<file path="src/rtl/pk_pkg.sv">
package pk_pkg;
    localparam int unsigned GROUP_LANES = 4;

    typedef enum logic [1:0] {
        ST_FILL    = 2'd0,
        ST_EMIT_HI = 2'd1,
        ST_EMIT_LO = 2'd2
    } pk_state_e;
endpackage

</file>
<file path="src/rtl/pk_lane_steer.sv">
module pk_lane_steer #(
    parameter int unsigned BYTE_W = 8
) (
    input  logic [1:0]          pos,
    input  logic                wr,
    input  logic [BYTE_W-1:0]   din,
    input  logic [2*BYTE_W-1:0] hi_in,
    input  logic [2*BYTE_W-1:0] lo_in,
    output logic [2*BYTE_W-1:0] hi_out,
    output logic [2*BYTE_W-1:0] lo_out
);
    localparam int unsigned LANES = pk_pkg::GROUP_LANES;
    localparam int unsigned GRP_W = LANES * BYTE_W;

    logic [GRP_W-1:0] grp_cur;
    logic [GRP_W-1:0] grp_nxt;

    assign grp_cur = {hi_in, lo_in};

    for (genvar l = 0; l < LANES; l++) begin : g_lane
        localparam int unsigned TOP = GRP_W - 1 - l * BYTE_W;
        assign grp_nxt[TOP -: BYTE_W] =
            (wr && (pos == l[1:0])) ? din : grp_cur[TOP -: BYTE_W];
    end

    assign hi_out = grp_nxt[GRP_W-1 -: 2*BYTE_W];
    assign lo_out = grp_nxt[2*BYTE_W-1:0];
endmodule

</file>
<file path="src/rtl/pk_resid_calc.sv">
module pk_resid_calc #(
    parameter int unsigned LEN_W = 16
) (
    input  logic             send_dir,
    input  logic [LEN_W-1:0] len,
    input  logic [LEN_W-1:0] moved,
    output logic [LEN_W-1:0] resid
);
    logic [LEN_W-1:0] remain;
    logic             partial;

    always_comb begin
        remain  = len - moved;
        partial = send_dir && (remain != '0) && (remain < len);
        resid   = partial ? remain - 1'b1 : remain;
    end
endmodule

</file>
<file path="src/rtl/pk_byte_packer.sv">
module pk_byte_packer #(
    parameter int unsigned BYTE_W = 8,
    parameter int unsigned LEN_W  = 16
) (
    input  logic                clk,
    input  logic                rst_n,
    input  logic                fifo_clr,
    input  logic                xfer_start,
    input  logic                xfer_stop,
    input  logic                dir_send,
    input  logic                half_ofs,
    input  logic [LEN_W-1:0]    xfer_len,
    input  logic                byte_in_valid,
    output logic                byte_in_ready,
    input  logic [BYTE_W-1:0]   byte_in_data,
    output logic                word_wr_en,
    output logic [2*BYTE_W-1:0] word_wr_data,
    input  logic                word_in_valid,
    output logic                word_in_ready,
    input  logic [2*BYTE_W-1:0] word_in_data,
    output logic                byte_out_valid,
    input  logic                byte_out_ready,
    output logic [BYTE_W-1:0]   byte_out_data,
    output logic [2*BYTE_W-1:0] pack_hi,
    output logic [2*BYTE_W-1:0] pack_lo,
    output logic [1:0]          lob_count,
    output logic [LEN_W-1:0]    resid
);
    import pk_pkg::*;

    localparam int unsigned WORD_W = 2 * BYTE_W;

    typedef struct packed {
        pk_state_e         st;
        logic              active;
        logic              send;
        logic [1:0]        pos;
        logic [2:0]        held;
        logic [WORD_W-1:0] hi;
        logic [WORD_W-1:0] lo;
        logic [LEN_W-1:0]  len;
        logic [LEN_W-1:0]  moved;
    } pk_regs_t;

    pk_regs_t q, d;

    logic              rx_take;
    logic              tx_word_take;
    logic              tx_byte_take;
    logic [WORD_W-1:0] hi_steer;
    logic [WORD_W-1:0] lo_steer;

    pk_lane_steer #(.BYTE_W(BYTE_W)) u_steer (
        .pos    (q.pos),
        .wr     (rx_take),
        .din    (byte_in_data),
        .hi_in  (q.hi),
        .lo_in  (q.lo),
        .hi_out (hi_steer),
        .lo_out (lo_steer)
    );

    pk_resid_calc #(.LEN_W(LEN_W)) u_resid (
        .send_dir (q.send),
        .len      (q.len),
        .moved    (q.moved),
        .resid    (resid)
    );

    always_comb begin
        byte_in_ready  = q.active && !q.send && (q.st == ST_FILL);
        word_in_ready  = q.active && q.send && (q.held == 3'd0);
        byte_out_valid = q.active && q.send && (q.held != 3'd0);
        byte_out_data  = (q.held == 3'd2) ? q.hi[WORD_W-1 -: BYTE_W]
                                          : q.hi[BYTE_W-1:0];
        word_wr_en     = (q.st != ST_FILL);
        word_wr_data   = (q.st == ST_EMIT_HI) ? q.hi : q.lo;
        pack_hi        = q.hi;
        pack_lo        = q.lo;
        lob_count      = (!q.send && (q.st == ST_FILL)) ? q.held[1:0] : 2'd0;

        rx_take      = byte_in_valid && byte_in_ready;
        tx_word_take = word_in_valid && word_in_ready;
        tx_byte_take = byte_out_valid && byte_out_ready;
    end

    always_comb begin
        d = q;
        if (fifo_clr) begin
            d.st     = ST_FILL;
            d.active = 1'b0;
            d.pos    = 2'd0;
            d.held   = 3'd0;
            d.hi     = '0;
            d.lo     = '0;
            d.len    = '0;
            d.moved  = '0;
        end else if (xfer_start) begin
            d.st     = ST_FILL;
            d.active = 1'b1;
            d.send   = dir_send;
            d.pos    = half_ofs ? 2'd2 : 2'd0;
            d.held   = 3'd0;
            d.hi     = '0;
            d.lo     = '0;
            d.len    = xfer_len;
            d.moved  = '0;
        end else begin
            if (xfer_stop) begin
                d.active = 1'b0;
            end
            unique case (q.st)
                ST_FILL: begin
                    if (rx_take) begin
                        d.hi    = hi_steer;
                        d.lo    = lo_steer;
                        d.held  = q.held + 3'd1;
                        d.moved = q.moved + 1'b1;
                        d.pos   = q.pos + 2'd1;
                        if (q.pos == 2'd3) begin
                            d.st = (q.held == 3'd3) ? ST_EMIT_HI : ST_EMIT_LO;
                        end
                    end
                    if (tx_word_take) begin
                        d.hi   = word_in_data;
                        d.held = 3'd2;
                    end
                    if (tx_byte_take) begin
                        d.held  = q.held - 3'd1;
                        d.moved = q.moved + 1'b1;
                    end
                end
                ST_EMIT_HI: begin
                    d.st = ST_EMIT_LO;
                end
                ST_EMIT_LO: begin
                    d.st   = ST_FILL;
                    d.hi   = '0;
                    d.lo   = '0;
                    d.held = 3'd0;
                end
                default: begin
                    d.st = ST_FILL;
                end
            endcase
        end
    end

    always_ff @(posedge clk or negedge rst_n) begin
        if (!rst_n) begin
            q <= '{st: ST_FILL, active: 1'b0, send: 1'b0, pos: 2'd0,
                   held: 3'd0, hi: '0, lo: '0, len: '0, moved: '0};
        end else begin
            q <= d;
        end
    end
endmodule

</file>
<file path="config.mk">
export PLATFORM = sky130hd
export DESIGN_NAME = pk_byte_packer
export DESIGN_NICKNAME = d
export VERILOG_FILES = /design/src/rtl/pk_pkg.sv /design/src/rtl/pk_lane_steer.sv /design/src/rtl/pk_resid_calc.sv /design/src/rtl/pk_byte_packer.sv
export SDC_FILE = /design/constraint.sdc
export NUM_CORES = 1
export LEC_CHECK = 0
export ABC_AREA = 1
export BUFFER_PORTS_ARGS = -buffer_cell sky130_fd_sc_hd__buf_4
export CORE_AREA = 2 2 96 191
export CTS_BUF_LIST = sky130_fd_sc_hd__clkbuf_16
export CTS_CLUSTER_DIAMETER = 150
export DETAILED_ROUTE_END_ITERATION = 16
export DIE_AREA = 0 0 98 193
export HOLD_SLACK_MARGIN = 0.06
export PLACE_DENSITY = 0.64
export SLEW_MARGIN = 10
export SYNTH_ARGS = -nofsm -noshare
export SYNTH_HDL_FRONTEND = slang
export SYNTH_SLANG_ARGS = --single-unit
</file>
<file path="constraint.sdc">
create_clock -name clk -period 3.1 [get_ports clk]
set_clock_uncertainty 0.2 [all_clocks]
set_input_delay 0.31 -clock clk [delete_from_list [all_inputs] [get_ports clk]]
set_output_delay 0.31 -clock clk [all_outputs]
set_load 0.02 [all_outputs]
</file>
==> impl_metrics.py, run 1 <==
metrics = {
    "yosys": {
        "syn_area_sq_um": 6040,
        "syn_avg_cell_area_sq_um": 6.75,
        "ys_seq_area_share_pct": 30.3,
        "synth_top_family_by_area": "simple AND/OR/NAND/NOR gates",
        "netlist_instances": 895,
        "ys_ff_latch": 73,
        "muxShareOfSynthArea_pct": 2.98,
        "yosys.area_share.simple_pct": 30.0,
        "synthXorXnorAreaFrac_pct": 1.89,
        "synth_compound_area_share_pct": 12.0,
        "ys_warn_count": 0,
        "synth_nets": 987,
        "synth_flop_cell": "dfrtp_1",
        "async_reset_ff_share_pct": 100,
        "synth_fa_ha_area_share_pct": 8.83,
        "synth.distinct_cells": 40,
        "synth_edf_count": 0,
    },
    "setup_path": {
        "startpoint_type": "flop",
        "critPathArrivalTime_ns": 3.10,
        "critPathKind": "flop to output pin",
        "crit_path_end_kind": "output pin",
        "crit_path_max_fanout": 8,
        "critical_path_required_ns": 2.59,
    },
    "cts": {
        "h-tree-depth": 3,
        "clock_sinks": 73,
        "clkTransAtPathRegs_ns": 0.06,
        "cts_max_path_buffers": 2,
        "cts_tree": "yes",
        "numCtsBuffers": 9,
        "clock_latency_ns": 0.34,
        "clockRootBuffer": "clkbuf_16",
    },
    "die": {
        "start_util_pct": 34.4,
        "die_w_um": 98,
        "die_h_um": 193,
        "io_pins": 128,
        "coreArea_sq_um": 17500,
        "rows": 69,
        "die_area_sq_um": 18900,
    },
    "layout": {
        "layout_commonest_cell": "buf_4",
        "area_growth_pct": 50.9,
        "antenna_cells": 0,
        "layout_common_cells": "buf_4 (226), nand2_1 (201), inv_1 (124)",
        "final_nets": 1218,
        "layout.cells.non_filler": 1344,
        "final_core_util_pct": 52.0,
        "drive_gt1_share_pct": 37.8,
    },
    "sta": {
        "setup_ws_ns": -0.510,
        "min_period_ns": 3.61,
        "hold_viol": 0,
        "slew_headroom_pct": 36.6,
        "rsz0062_at_grt": "yes",
        "setup_violations": 16,
        "worst_slew_pin_slew_ns": 0.952,
        "slew_violations": 0,
        "timing.final.crit_share_pct": 116,
        "fmax_mhz": 277,
    },
    "placement": {
        "dp_hpwl_um": 15200,
        "finalWeightedCongestion": 0.948,
        "dp_cells": 1285,
        "port-buffer-count": 127,
    },
    "routing": {
        "drc": 0,
        "drt-met1-wl_um": 9010,
        "drtAntennaViolNets": 0,
        "via_count": 6647,
        "drtPass1Iterations": 5,
        "vias_per_cell": 4.95,
        "wl_per_cell_um": 15.3,
        "met3_length_um": 573,
        "drt_iter0_drc": 332,
        "drt-total-wl_um": 20600,
        "routed-wl-met2_um": 10300,
        "routed.top_layer": "met4",
    },
    "global_route": {
        "grt_use_total_pct": 21.0,
        "grt.overflow.total": 0,
        "grt_pass1_wl_um": 32000,
        "antenna_found_initial": 0,
        "first_global_vias": 6345,
        "grt_max_degree": 74,
    },
    "power_and_ir_drop": {
        "vdd_drop_max_mv": 0.269,
        "power.leakage_nw": 4.62,
        "p_per_area_nw_per_um2": 530,
    },
    "run": {
        "max_cap_violations": 0,
    },
    "run_status": {
        "failed_checks": "negative setup slack",
        "status": "complete, but fails checks",
    },
    "worst_hold_path": {
        "hp-class": "primary input to flop",
    },
}
## cell type report
type | instances | area, sq um
Clock buffer | 9 | 225
Clock inverter | 7 | 71.3
Timing Repair Buffer | 271 | 2190
Sequential cell | 73 | 1830
Tap cell | 213 | 267
Inverter | 139 | 522
Fill cell | 1704 | 8420
Multi-Input combinational cell | 632 | 4010
## cell usage after synthesis, types with 2 or more instances
cell type  instances  area [sq um]
nor2_1            59           221
clkbuf_1          17          63.8
nor2_2             2          12.5
nand3_1           77           385
o211ai_1           4          30.0
nor4_1             3          18.8
inv_1            136           510
xor2_1            13           114
nand2_1          242           908
buf_2              2          10.0
nor3_1             9          45.0
ha_1              41           513
inv_2              2          7.51
mux2_2            16           180
nand2_2            5          31.3
buf_4             32           240
a31oi_1            2          12.5
a21oi_1           44           220
nand3b_1           2          15.0
nand4_1           17           106
o2111ai_1          2          17.5
o21ai_0           76           380
o21ai_1            3          15.0
dfrtp_1           73          1830
## critical path: stages (launching register included)
cell and delay (ns):
dfrtp_1 0.36, inv_2 0.07, ha_1 0.34, nand3_1 0.16, nand2_2 0.10, buf_4 0.14, nand3_1 0.09, nand3_1 0.08
nand2_1 0.08, nand2_2 0.09, ha_4 0.29, inv_1 0.04, o21bai_1 0.19, nor2_2 0.09, nand2_2 0.09, nand2_4 0.12
buf_8 0.18, nand3_2 0.08, nand2_2 0.05, buf_6 0.12
## power breakdown
part / internal [W] / switching [W] / leakage [nW] / total (W)
clock: 0.000625 / 0.000448 / 0.149 / 0.00107
combinational: 0.00123 / 0.00147 / 3.48 / 0.00270
sequential: 0.00100 / 0.0000471 / 0.985 / 0.00105
## kinds of logic after synthesis
group                    Yosys count
buffers and inverters            191
XOR/XNOR                          13
adder cells (fa/ha/maj)           42
AO/OA/AOI/OAI                    137
multiplexers                      16
AND/OR/NAND/NOR                  423
flip-flops                        73
## routing by layer
layer	GRT usage, %	vias up
li1	-	3327
met1	27.5	3138
met2	35.7	145
met3	1.98	37
met4	7.96	0
met5	0	-
## registers in the layout, summed over array words and instances (netlist names)
| signal | count |
|---|---|
| q | 41 |
| pack_lo | 16 |
| pack_hi | 16 |
## per-stage QoR
step	setup TNS (ns)	hold WS [ns]	instance area, sq um	setup WS, ns	total power (W)
CTS	-8.63	0.0779	8690	-0.547	0.00458
detailed placement	-5.00	0.296	7750	-0.338	0.00322
floorplan	0	-0.186	6090	0.00971	0.00234
finish	-7.80	0.111	9110	-0.510	0.00483
global route	-10.46	0.115	9110	-0.677	0.00514
global placement	-4.67	0.298	7750	-0.306	0.00318
## what timing repair did
action / in CTS / in global routing
pin swaps: 31 / 43
resized for setup: 80 / 78
cloned: 1 / 0
endpoints found under the hold margin: 91 / 0
setup endpoints to repair: 16 / 17
hold buffers: 20 / 0
buffers inserted: 12 / 11
## worst paths after layout
path,startpoint,endpoint,slack (ns),cells after the start
max,q[1],resid[12],-0.51,19
min,xfer_len[5],q[21],0.11,3
min in group asynchronous,rst_n,pack_hi[14],0.45,2
min reg2reg,q[71],q[71],0.34,1
max in group asynchronous,rst_n,q[10],1.63,2
max reg2reg,q[64],q[12],0.35,14
(Power assumes the default switching activity.)
==> run 2: changes to the inputs <==
--- a/config.mk
+++ b/config.mk
@@ -14,6 +14,7 @@
 export DIE_AREA = 0 0 98 193
 export HOLD_SLACK_MARGIN = 0.06
 export PLACE_DENSITY = 0.64
+export SKIP_LAST_GASP = 1
 export SLEW_MARGIN = 10
 export SYNTH_ARGS = -nofsm -noshare
 export SYNTH_HDL_FRONTEND = slang
==> constraint.sdc (replaced) <==
create_clock -name clk -period 3.32 [get_ports clk]
set_clock_uncertainty 0.2 [all_clocks]
set_input_delay 0.332 -clock clk [delete_from_list [all_inputs] [get_ports clk]]
set_output_delay 0.332 -clock clk [all_outputs]
set_load 0.02 [all_outputs]
==> impl_metrics.py, run 2 (synthesis gave the netlist of run 1 again) <==
metrics = {
    "global_route": {
        "grt_use_total_pct": 20.7,
        "antenna_found_initial": 1,
        "grt_pass1_wl_um": 31500,
        "grt_util_met2_pct": 35.4,
        "use_met1_pct": 26.3,
        "busiest_layer": "met2",
        "grt_max_degree": 74,
        "first_global_vias": 6276,
        "met3_usage_pct": 2.70,
        "grt.overflow.total": 0,
    },
    "cts": {
        "cts_max_path_buffers": 2,
        "clockRootBuffer": "clkbuf_16",
        "h-tree-depth": 3,
        "numCtsBuffers": 9,
        "clock_sinks": 73,
        "clock_latency_ns": 0.34,
        "clkTransAtPathRegs_ns": 0.06,
        "cts_tree": "yes",
    },
    "layout": {
        "antenna_cells": 0,
        "drive_gt1_share_pct": 31.6,
        "fin_area_sq_um": 8560,
        "regMostFlops": "q",
        "layout_commonest_cell": "nand2_1",
        "fillCellCount": 1708,
        "largest_reg_flops": 41,
        "final_nets": 1165,
        "layout_common_cells": "nand2_1 (214), buf_4 (178), inv_1 (126)",
        "area_growth_pct": 41.8,
        "layout.cells.non_filler": 1291,
    },
    "routing": {
        "wl_per_cell_um": 15.2,
        "vias_per_cell": 5.04,
        "drtPass1Iterations": 5,
        "drtAntennaViolNets": 0,
        "via_count": 6509,
        "drt_iter0_drc": 378,
        "drt-total-wl_um": 19700,
        "drc": 0,
    },
    "power_and_ir_drop": {
        "combPwrFrac_pct": 54.3,
        "swShare_pct": 41.0,
        "pwr-share-clk_pct": 23.0,
        "power.leakage_nw": 4.33,
        "vdd_drop_max_mv": 0.265,
        "p_int_w": 0.00256,
        "switching_power_w": 0.00178,
        "seqPwrFrac_pct": 22.7,
        "power.total_w": 0.00434,
        "p_per_area_nw_per_um2": 507,
    },
    "run": {
        "max_cap_violations": 0,
    },
    "setup_path": {
        "cp_top_family": "simple AND/OR/NAND/NOR gates",
        "r2r_start": "q[64]",
        "crit_path_max_fanout": 8,
        "worstPathBufferInverterCount": 5,
        "critical_path_required_ns": 2.79,
        "cp_common_cell": "nor2_2",
        "critPathArrivalTime_ns": 3.20,
        "slowest_stage": "fa_2",
        "max_stage_delay_ns": 0.44,
        "cp.depth": 19,
        "path_cells": "inv_2 > ha_4 > inv_2 > fa_2 > nand3_2 > nand3_4 > xor2_4 > buf_6 > nor2_2 > nand2_1 > nor2_2 > nand4_1 > nor2_2 > nor2_4 > buf_4 > nand2_4 > nand2_1 > nand2_2 > buf_6",
        "cp-startpoint": "q[16]",
        "r2r_cells": 7,
        "critPathKind": "flop to output pin",
        "crit_path_end_kind": "output pin",
        "startpoint_type": "flop",
    },
    "sta": {
        "min_period_ns": 3.73,
        "slew_violations": 0,
        "timing.final.crit_share_pct": 112,
        "fmax_mhz": 268,
        "worst_slew_pin_slew_ns": 1.21,
        "rsz0062_at_grt": "yes",
        "finalHoldWorstSlack_ns": 0.0610,
        "setup_ws_ns": -0.415,
        "setup_violations": 16,
        "hold_viol": 0,
        "fin_setup_tns_ns": -6.19,
        "slew_headroom_pct": 18.9,
    },
    "die": {
        "die_w_um": 98,
        "rows": 69,
        "die_h_um": 193,
        "start_util_pct": 34.4,
        "io_pins": 128,
        "die_area_sq_um": 18900,
        "coreArea_sq_um": 17500,
    },
    "run_status": {
        "status": "complete, but fails checks",
        "failed_checks": "negative setup slack",
    },
    "placement": {
        "dp_hpwl_um": 15100,
        "dpl-instance-area_sq_um": 7420,
        "finalWeightedCongestion": 0.951,
        "dp_cells": 1248,
        "port-buffer-count": 127,
    },
    "worst_hold_path": {
        "hold_start": "xfer_len[8]",
        "hp-class": "primary input to flop",
        "holdPathStages": 3,
    },
}
run 2: changes by cell type in the layout (fill, tap and decap cells not counted), moves of 4 or more:
cell,change
buf_4,-48
nand2_1,+13
nand2_2,-11
nand2_4,-4
nand3_1,+5
nand3_2,-8
nor2_1,+11
nor2_2,-7
nor2_4,-4
run 2: stage by stage:
step	utilization [%]	worst slack, ns
2_1_floorplan	-	0.0137
3_3_place_gp	42.3	-0.108
3_5_place_dp	42.3	-0.106
4_1_cts	47.8	-0.288
5_1_grt	48.9	-0.565
6_report	48.9	-0.415
run 2: cell type report:
class	instances	area (sq um)	share of cell area, %
well taps	213	267	3.11
clock inverters	7	76.3	0.891
flip-flops and latches	73	1830	21.3
inverters	139	522	6.09
clock buffers	9	225	2.63
repair buffers	218	1770	20.7
multi-input cells	632	3880	45.3
run 2: final timing paths:
kind                               end  slack (ns)
setup reg to reg            pack_hi[7]        0.43
max in group asynchronous        q[23]        1.78
min in group asynchronous  pack_hi[13]        0.47
hold / removal                   q[24]        0.06
setup / recovery             resid[11]       -0.41
hold reg to reg             pack_lo[3]        0.34
run 2: per-layer routing:
layer	routed length, um	vias to the layer above
li1	-	3222
met1	8520	3057
met2	9730	194
met3	841	36
met4	558	0
met5	0	-
run 2: power groups by stage:
| stage | sequential, W | combinational (W) | clock [W] |
|---|---|---|---|
| after global routing | 0.000988 | 0.00259 | 0.00106 |
| final | 0.000983 | 0.00236 | 0.000998 |
| after CTS | 0.000980 | 0.00220 | 0.00102 |
| after floorplan | 0.000984 | 0.00117 | 0 |
| after detailed placement | 0.000993 | 0.00189 | 0 |
| after global placement | 0.000989 | 0.00186 | 0 |
run 2: what timing repair did:
action,CTS,global route
hold buffers,17,0
setup buffers,5,3
endpoints found under the hold margin,88,0
endpoints found under the setup margin,16,16
gates cloned,1,1
pin swaps,46,19
gates resized for setup,94,33
run 2: worst reg2reg max path: cells and delay by family, from the launching register on:
kind | cells | cell delay (ns)
AOI/OAI and AO/OA | 2 | 1.26
and+or+nand+nor | 3 | 0.50
DFF | 1 | 0.39
adders and majority gates | 1 | 0.19
buffers and inverters | 1 | 0.16
